--- src/rtl/irq_agg_pkg.sv ---
package irq_agg_pkg;
  localparam int AW       = 3;
  localparam int NSEC     = 5;
  // per-queue field offsets inside a secondary register
  localparam int OFS_LO   = 0;
  localparam int OFS_HI   = 16;
  // secondary register 2: host-bus and beacon event positions
  localparam int OFS_HERR = 16;
  localparam int N_HERR   = 3;
  localparam int OFS_BCN  = 19;
  localparam int N_BCN    = 6;
  // primary summary bit positions
  localparam int P_TXOK   = 6;
  localparam int P_TXDESC = 7;
  localparam int P_TXERR  = 8;
  localparam int P_NOFRM  = 9;
  localparam int P_TXEOL  = 10;
  localparam int P_TXURN  = 11;
  localparam int P_HERR   = 19;
  localparam int P_BCN    = 23;
  localparam int P_CBROVR = 25;
  localparam int P_CBRURN = 26;
  localparam int P_QTRIG  = 27;
  // register addresses
  localparam logic [AW-1:0] A_PRIM = 3'd0;
  localparam logic [AW-1:0] A_SEC0 = 3'd1;
  localparam logic [AW-1:0] A_MASK = 3'd6;
  localparam logic [AW-1:0] A_QEN  = 3'd7;
endpackage

--- src/rtl/irq_sticky_bank.sv ---
module irq_sticky_bank #(
  parameter int W = 32
) (
  input  logic         clk,
  input  logic         rst,
  input  logic [W-1:0] set_i,
  input  logic [W-1:0] clr_i,
  output logic [W-1:0] q_o
);
  logic [W-1:0] q_r;

  // event has priority over write-one-to-clear
  always_ff @(posedge clk) begin
    if (rst) q_r <= '0;
    else     q_r <= (q_r & ~clr_i) | set_i;
  end

  assign q_o = q_r;

  p_event_wins_r7: assert property (@(posedge clk) disable iff (rst)
    1'b1 |=> ((q_o & $past(set_i)) == $past(set_i)));

  p_zero_keeps_r6: assert property (@(posedge clk) disable iff (rst)
    1'b1 |=> ((q_o & ~$past(set_i | clr_i)) == ($past(q_o) & ~$past(set_i | clr_i))));

  p_one_clears_r6: assert property (@(posedge clk) disable iff (rst)
    1'b1 |=> ((q_o & $past(clr_i & ~set_i)) == '0));
endmodule

--- src/rtl/irq_summary.sv ---
module irq_summary
  import irq_agg_pkg::*;
#(
  parameter int NQ = 10,
  parameter int DW = 32
) (
  input  logic [NQ-1:0]     txok_i,
  input  logic [NQ-1:0]     txdesc_i,
  input  logic [NQ-1:0]     txerr_i,
  input  logic [NQ-1:0]     txeol_i,
  input  logic [NQ-1:0]     txurn_i,
  input  logic [N_HERR-1:0] herr_i,
  input  logic [N_BCN-1:0]  bcn_i,
  input  logic [NQ-1:0]     cbrovr_i,
  input  logic [NQ-1:0]     cbrurn_i,
  input  logic [NQ-1:0]     qtrig_i,
  input  logic              nofrm_i,
  output logic [DW-1:0]     prim_o
);
  always_comb begin
    prim_o           = '0;
    prim_o[P_TXOK]   = |txok_i;
    prim_o[P_TXDESC] = |txdesc_i;
    prim_o[P_TXERR]  = |txerr_i;
    prim_o[P_NOFRM]  = nofrm_i;
    prim_o[P_TXEOL]  = |txeol_i;
    prim_o[P_TXURN]  = |txurn_i;
    prim_o[P_HERR]   = |herr_i;
    prim_o[P_BCN]    = |bcn_i;
    prim_o[P_CBROVR] = |cbrovr_i;
    prim_o[P_CBRURN] = |cbrurn_i;
    prim_o[P_QTRIG]  = |qtrig_i;
  end
endmodule

--- src/rtl/irq_status_agg.sv ---
module irq_status_agg
  import irq_agg_pkg::*;
#(
  parameter int NQ = 10,
  parameter int DW = 32
) (
  input  logic              clk,
  input  logic              rst,
  input  logic [NQ-1:0]     ev_txok_i,
  input  logic [NQ-1:0]     ev_txdesc_i,
  input  logic [NQ-1:0]     ev_txerr_i,
  input  logic [NQ-1:0]     ev_txeol_i,
  input  logic [NQ-1:0]     ev_txurn_i,
  input  logic [NQ-1:0]     ev_nofrm_i,
  input  logic [N_HERR-1:0] ev_hosterr_i,
  input  logic [N_BCN-1:0]  ev_bcn_i,
  input  logic [NQ-1:0]     ev_cbrovr_i,
  input  logic [NQ-1:0]     ev_cbrurn_i,
  input  logic [NQ-1:0]     ev_qtrig_i,
  input  logic              wr_en_i,
  input  logic [AW-1:0]     wr_addr_i,
  input  logic [DW-1:0]     wr_data_i,
  input  logic              rd_en_i,
  input  logic [AW-1:0]     rd_addr_i,
  output logic [DW-1:0]     rd_data_o,
  output logic              irq_o
);
  logic [NSEC-1:0][DW-1:0] sec_set, sec_clr, sec_q;
  logic [DW-1:0] prim, mask_r, rd_r;
  logic [NQ-1:0] qen_r;
  logic          nofrm_set, nofrm_clr, nofrm_q, irq_r;

  // route event inputs onto their secondary positions
  always_comb begin
    sec_set = '0;
    sec_set[0][OFS_LO +: NQ]       = ev_txok_i;
    sec_set[0][OFS_HI +: NQ]       = ev_txdesc_i;
    sec_set[1][OFS_LO +: NQ]       = ev_txerr_i;
    sec_set[1][OFS_HI +: NQ]       = ev_txeol_i;
    sec_set[2][OFS_LO +: NQ]       = ev_txurn_i;
    sec_set[2][OFS_HERR +: N_HERR] = ev_hosterr_i;
    sec_set[2][OFS_BCN +: N_BCN]   = ev_bcn_i;
    sec_set[3][OFS_LO +: NQ]       = ev_cbrovr_i;
    sec_set[3][OFS_HI +: NQ]       = ev_cbrurn_i;
    sec_set[4][OFS_LO +: NQ]       = ev_qtrig_i;
  end

  for (genvar g = 0; g < NSEC; g++) begin : g_sec
    assign sec_clr[g] = (wr_en_i && (wr_addr_i == A_SEC0 + AW'(g))) ? wr_data_i : '0;
    irq_sticky_bank #(.W(DW)) i_bank (
      .clk  (clk),
      .rst  (rst),
      .set_i(sec_set[g]),
      .clr_i(sec_clr[g]),
      .q_o  (sec_q[g])
    );
  end

  // no-frame bit lives directly in the primary register
  assign nofrm_set = |(ev_nofrm_i & qen_r);
  assign nofrm_clr = wr_en_i && (wr_addr_i == A_PRIM) && wr_data_i[P_NOFRM];

  irq_sticky_bank #(.W(1)) i_nofrm (
    .clk  (clk),
    .rst  (rst),
    .set_i(nofrm_set),
    .clr_i(nofrm_clr),
    .q_o  (nofrm_q)
  );

  irq_summary #(.NQ(NQ), .DW(DW)) i_sum (
    .txok_i  (sec_q[0][OFS_LO +: NQ]),
    .txdesc_i(sec_q[0][OFS_HI +: NQ]),
    .txerr_i (sec_q[1][OFS_LO +: NQ]),
    .txeol_i (sec_q[1][OFS_HI +: NQ]),
    .txurn_i (sec_q[2][OFS_LO +: NQ]),
    .herr_i  (sec_q[2][OFS_HERR +: N_HERR]),
    .bcn_i   (sec_q[2][OFS_BCN +: N_BCN]),
    .cbrovr_i(sec_q[3][OFS_LO +: NQ]),
    .cbrurn_i(sec_q[3][OFS_HI +: NQ]),
    .qtrig_i (sec_q[4][OFS_LO +: NQ]),
    .nofrm_i (nofrm_q),
    .prim_o  (prim)
  );

  // control registers and registered read port
  always_ff @(posedge clk) begin
    if (rst) begin
      mask_r <= '0;
      qen_r  <= '0;
      rd_r   <= '0;
      irq_r  <= 1'b0;
    end else begin
      if (wr_en_i && wr_addr_i == A_MASK) mask_r <= wr_data_i;
      if (wr_en_i && wr_addr_i == A_QEN)  qen_r  <= wr_data_i[NQ-1:0];
      irq_r <= |(prim & mask_r);
      if (rd_en_i) begin
        case (rd_addr_i)
          A_PRIM:  rd_r <= prim;
          A_MASK:  rd_r <= mask_r;
          A_QEN:   rd_r <= DW'(qen_r);
          default: rd_r <= sec_q[rd_addr_i - A_SEC0];
        endcase
      end
    end
  end

  assign rd_data_o = rd_r;
  assign irq_o     = irq_r;

  p_irq_level_r9: assert property (@(posedge clk) disable iff (rst)
    1'b1 |=> (irq_o == (|($past(prim) & $past(mask_r)))));

  p_nofrm_gated_r5: assert property (@(posedge clk) disable iff (rst)
    (!nofrm_q && ((ev_nofrm_i & qen_r) == '0)) |=> !prim[P_NOFRM]);
endmodule

--- config.mk ---
export PLATFORM = sky130hd
export DESIGN_NAME = irq_status_agg
export DESIGN_NICKNAME = d
export VERILOG_FILES = /design/src/rtl/irq_agg_pkg.sv /design/src/rtl/irq_sticky_bank.sv /design/src/rtl/irq_summary.sv /design/src/rtl/irq_status_agg.sv
export SDC_FILE = /design/constraint.sdc
export NUM_CORES = 1
export LEC_CHECK = 0
export ABC_AREA = 1
export ABC_CLOCK_PERIOD_IN_PS = 1770
export BUFFER_PORTS_ARGS = -buffer_cell sky130_fd_sc_hd__buf_2
export CORE_UTILIZATION = 53
export CTS_CLUSTER_SIZE = 30
export DETAILED_ROUTE_END_ITERATION = 10
export PLACE_DENSITY_LB_ADDON = 0.12
export SLEW_MARGIN = 20
export SYNTH_ARGS = -nofsm -noshare
export SYNTH_HDL_FRONTEND = slang
export SYNTH_HIERARCHICAL = 1
export SYNTH_SLANG_ARGS = --single-unit
--- constraint.sdc ---
create_clock -name clk -period 1.77 [get_ports clk]
set_input_delay 0.0885 -clock clk [delete_from_list [all_inputs] [get_ports clk]]
set_output_delay 0.0885 -clock clk [all_outputs]
set_load 0.01 [all_outputs]
# Word-level counts from Yosys, hierarchy flattened
# Index checks and enable logic that the tools add are counted.
# Widths: inputs -> output; s select.
# classes
add_sub_neg	1
mul	0
div	0
magnitude_cmp	1
n_eq_ne	9
shift	0
muxes	8
bitwise	20
n_reduce_logical	23
# op_table
op	count
$mux 32	6
$and 32x32->32	5
$not 32->32	5
$bmux 32 s3	1
$or 32x26->32	3
$pmux 32 s3	1
$reduce_or 10->1	9
$and 28x32->32	1
$or 32x10->32	1
$or 32x25->32	1
$reduce_or 32->1	1
$eq 3x3->1 const B	6
$and 10x10->10	1
$logic_and 1x1->1	9
$eq 3x2->1 const B	2
$logic_not 3->1	2
$reduce_or 6->1	1
$lt 3x4->1 const B	1
$eq 3x1->1 const B	1
$reduce_or 3->1	1
$sub 3x1->3 const B	1
$and 1x1->1	1
$not 1->1	1
$or 1x1->1	1
# word_totals
reg_bits	236
latch_bits	0
ram_bits	0
mem_bits_ro	0
inputBits	141
output_inout_bits	33
word_cells	72
mem_count	0

# Longest topological paths before layout
# depth
word_depth	6
mapped_depth	14
ltp_nobuf	10

# By module
# Netlist, hierarchy kept.
# modules_own_cells
mod	n_inst	cells_per_inst	area_each_um2	seq_area_each_um2
irq_status_agg	1	1274	6572.6	1501.4
irq_sticky_bank at g_sec[0].i_bank ...	5	163	1194.9	640.6
irq_summary	1	102	506.7	0.0
irq_sticky_bank at i_nofrm	1	5	40.0	20.0

# Worst setup path before layout
# OpenSTA, ideal clock, no wires.
# synth_path
path_kind	input -> register
start	input rd_addr_i[0]
end	register rd_r[0] (netlist: rd_data_o[0])
setup_ns	0.119
t_arrival_ns	1.613
slack_ns	0.037
path_stages	13
path_buffers	5
path_cell_list	buf_4 > inv_2 > buf_6 > buf_6 > ha_1 > inv_2 > buf_2 > clkbuf_1 > nor2_1 > nand2_1 > nand2_1 > nand2_1 > a21oi_1
# synth_via
elab_chain_len	4
elab_cells_between_ends	7
cone_classes	add/sub: 1; eq/ne: 2; mux: 3; reduce/logical: 1
# synth_rtl
element	line_no	source
start: declaration	irq_status_agg.sv:24	input logic [AW-1:0] rd_addr_i,
$sub 3x1->3	irq_status_agg.sv:102	default: rd_r <= sec_q[rd_addr_i - A_SEC0];
$bmux 32 s3	irq_status_agg.sv:102	
$mux 32 (not written as such)	irq_status_agg.sv:102	
$pmux 32 s3 *	irq_status_agg.sv:98	case (rd_addr_i)
end signal: assignment	irq_status_agg.sv:99	A_PRIM: rd_r <= prim;
end signal: assignment	irq_status_agg.sv:100	A_MASK: rd_r <= mask_r;
end signal: assignment	irq_status_agg.sv:102	
end: declaration	irq_status_agg.sv:29	logic [DW-1:0] prim, mask_r, rd_r;
# Every way passes the cells marked *; elsewhere a longest branch is shown, timed or not. The select of a mux whose other input is x is not followed.
# A chain may end at the register's enable or synchronous reset.

# Final worst setup path
# layout_path
start	register qen_r[4]
end	register i_nofrm.q_r (netlist: i_nofrm/q_o)
# layout_via
elab_chain_len	3
# layout_rtl
element	line_no	source
start: declaration	irq_status_agg.sv:30	logic [NQ-1:0] qen_r;
start signal: assignment	irq_status_agg.sv:95	if (wr_en_i && wr_addr_i == A_QEN) qen_r <= wr_data_i[NQ-1:0];
$and 10x10->10	irq_status_agg.sv:60	assign nofrm_set = |(ev_nofrm_i & qen_r);
$reduce_or 10->1	irq_status_agg.sv:60	
via nofrm_set	irq_status_agg.sv:31	logic nofrm_set, nofrm_clr, nofrm_q, irq_r;
$or 1x1->1	irq_sticky_bank.sv:15	else q_r <= (q_r & ~clr_i) | set_i;
end signal: assignment	irq_sticky_bank.sv:15	
end: declaration	irq_sticky_bank.sv:10	logic [W-1:0] q_r;
# The timed path passes the listed nets, and every way through them passes these cells.

==> results.py <==
metrics = {
    "drt": {
        "drtPass1Iterations": 6,
        "wl_per_cell_um": 14.55,
        "drtIter0Drc": 1428,
        "drc": 0,
        "wl_um": 42140,
        "post_drt_via_cell_ratio": 4.866,
        "via_count": 14090,
        "ant_nets": 0,
    },
    "cells_and_area": {
        "post-route-util_pct": 69.02,
        "register_area_um2": 4725,
        "nNetsFinal": 2697,
        "layout_common_cells": "608 x nand2_1, 491 x inv_1, 271 x nor2_1",
        "num-fill-cells": 2209,
        "multiInputGateArea_um2": 6063,
        "drive_gt1_share_pct": 10.42,
        "synthToLayoutAreaGrowth_pct": 27.82,
        "antennaDiodeCount": 0,
        "final_cell_area_um2": 16740,
        "final_cells": 2896,
        "final_common_cell": "nand2_1",
    },
    "worst_setup_path": {
        "cp-start-kind": "flip-flop",
        "max_stage_delay_ns": 0.60,
        "ff2ff_path_depth": 7,
        "cp-end-kind": "flip-flop",
        "crit_fanout": 3,
        "path_cells": "nand2_1, nand2_1, a221oi_1, nand4_1, dlygate4sd3_1, inv_1, a21oi_2",
        "crit_slowest_cell": "dlygate4sd3_1",
        "crit_buf_inv": 2,
        "path_depth": 7,
        "critPathMostFrequentCell": "nand2_1",
        "worstPathArrival_ns": 2.07,
        "cp_top_family": "buffers and inverters",
        "critPathKind": "flip-flop to flip-flop",
        "required_ns": 2.19,
    },
    "cts": {
        "cts_buffers": 28,
        "postCtsSetupBuffers": 0,
        "cts_max_level": 1,
        "insertion_delay_ns": 0.54,
        "clock-sinks": 236,
        "cts-root-buf": "clkbuf_16",
        "clockBufferDepth": 3,
        "clk_pin_slew_worst_paths_ns": 0.06,
        "cts_tree": "done",
    },
    "synthesis": {
        "ys_ff_latch": 236,
        "yosys.cell_types.count": 27,
        "yosysTopAreaCellShare_pct": 36.08,
        "yosys.area.top_type": "dfxtp_1",
        "synth.avg_cell_area_um2": 5.963,
        "synthMuxAreaShare_pct": 0,
        "ys_top_cells_by_area": "dfxtp_1 36%, nand2_1 17%, inv_1 14%",
        "synth_fa_ha_area_share_pct": 0.3822,
        "synth_top_family_by_area": "simple AND/OR/NAND/NOR gates",
        "yosysWarnings": 6,
        "syn_area_um2": 13090,
        "synth_compound_area_share_pct": 12.73,
        "synth_xor_area_share_pct": 0,
        "synthSimpleGateAreaFrac_pct": 30.56,
        "ys_seq_area_share_pct": 36.08,
        "syn_inst": 2196,
    },
    "placement": {
        "place_area_um2": 14370,
        "place_ws_ns": 0.1458,
        "portBuffers": 173,
        "gp_congestion": 0.9604,
        "dp.cells": 2702,
        "dp_hpwl_um": 27810,
    },
    "timing": {
        "relSlewSlack_pct": 65.31,
        "rsz0062_at_grt": "false",
        "hold_ws_ns": 0.01383,
        "fmax_ghz": 0.6042,
        "drv_slew": 0,
        "final_hold_viol_count": 0,
        "fin_tns_setup_ns": 0,
        "fin_crit_ns": 1.655,
        "period_share_pct": 93.51,
        "worst_slew_pin_slew_ns": 0.5204,
        "skew_ns": 0.009669,
        "setup_violations": 0,
        "layout_setup_ws_ns": 0.1149,
    },
    "die": {
        "core_area_um2": 24250,
        "rows": 57,
        "die_x_um": 159.2,
        "die_h_um": 159.2,
        "initial_core_util_pct": 54.00,
        "die-area_um2": 25340,
        "pin_count": 174,
    },
    "min_path": {
        "hold_depth": 3,
        "hold_class": "input port to flip-flop",
    },
    "global_route": {
        "grt_pass1_wl_um": 67410,
        "grt_use_total_pct": 33.21,
        "grt_pass1_vias": 13050,
        "antenna_found_initial": 0,
        "grt_max_degree": 71,
        "grt_overflow": 0,
    },
    "pwr": {
        "irDropWorstVdd_mv": 0.6087,
        "power.density_nw_per_um2": 843.6,
        "leakagePower_nw": 8.507,
        "total_power_mw": 14.12,
    },
    "run": {
        "maxCapViolations": 0,
    },
    "outcome": {
        "status": "finished, final reports clean",
    },
}
[flip-flops by register name, indices dropped and copies added, names as in the netlist]
register	cells
g_sec.i_bank/q_o	160
i_nofrm/q_o	1
irq_o	1
mask_r	32
qen_r	10
rd_data_o	32
[Yosys cell counts]
cell type,number
nand2_2,6
nand3_1,103
buf_4,29
a22o_1,2
nand2_1,608
nor2_8,1
and2_0,8
buf_1,3
nand4_1,2
dfxtp_1,236
ha_1,4
a21oi_2,1
inv_2,5
a21oi_1,258
inv_1,491
inv_4,2
o21ai_0,66
conb_1,2
nor2_1,271
a221oi_1,1
buf_6,25
nor3_1,1
buf_2,27
clkbuf_1,33
nor2_4,1
or2_0,8
o21ai_1,2
[logic make-up (layout without fill, tap and decap cells)]
kind of cell    after synthesis  in the layout
other cells                   2             92
simple gates               1009           1009
buf+inv                     615            901
flops                       236            236
compound gates              330            330
fa+ha+maj                     4              4
[where the power goes]
group	internal, mW	switching [mW]
Clock	3.47	2.29
Combinational	0.991	1.42
Sequential	5.68	0.269
[worst min-delay path, stage by stage]
cell and delay [ns]:
buf_2 0.07, inv_1 0.18, a21oi_1 0.18
[routing by layer]
| metal | up-vias | share of wire [%] | wire (um) | track usage, % |
|---|---|---|---|---|
| met5 | - | 0 | 0 | 0 |
| met4 | 0 | 2.4 | 994 | 10.53 |
| met3 | 74 | 9.5 | 3990 | 6.434 |
| met2 | 624 | 43 | 18030 | 50.50 |
| met1 | 6287 | 45 | 19130 | 47.22 |
| li1 | 7106 | - | - | - |
[final timing paths]
kind / from / endpoint / slack [ns]
worst max-delay path: qen_r[4] / i_nofrm/q_o / 0.11
worst min-delay path: wr_data_i[6] / mask_r[6] / 0.01
worst max register to register: qen_r[4] / i_nofrm/q_o / 0.11
worst min register to register: g_sec[1].i_bank/q_o[28] / g_sec[1].i_bank/q_o[28] / 0.46
[final cells by class]
class | instances | area share, %
well taps | 324 | 2.422
repair buffers | 353 | 16.39
clock buffers | 44 | 5.151
clock inverters | 6 | 0.3813
inverters | 498 | 11.20
flip-flops and latches | 236 | 28.23
multi-input cells | 1435 | 36.23
[timing repair]
action                                 in CTS  in global routing
hold buffers                              144                  0
gates resized for setup                     0                  0
endpoints found under the hold margin     130                  0
Note: power is estimated with default switching activity, not from simulation.
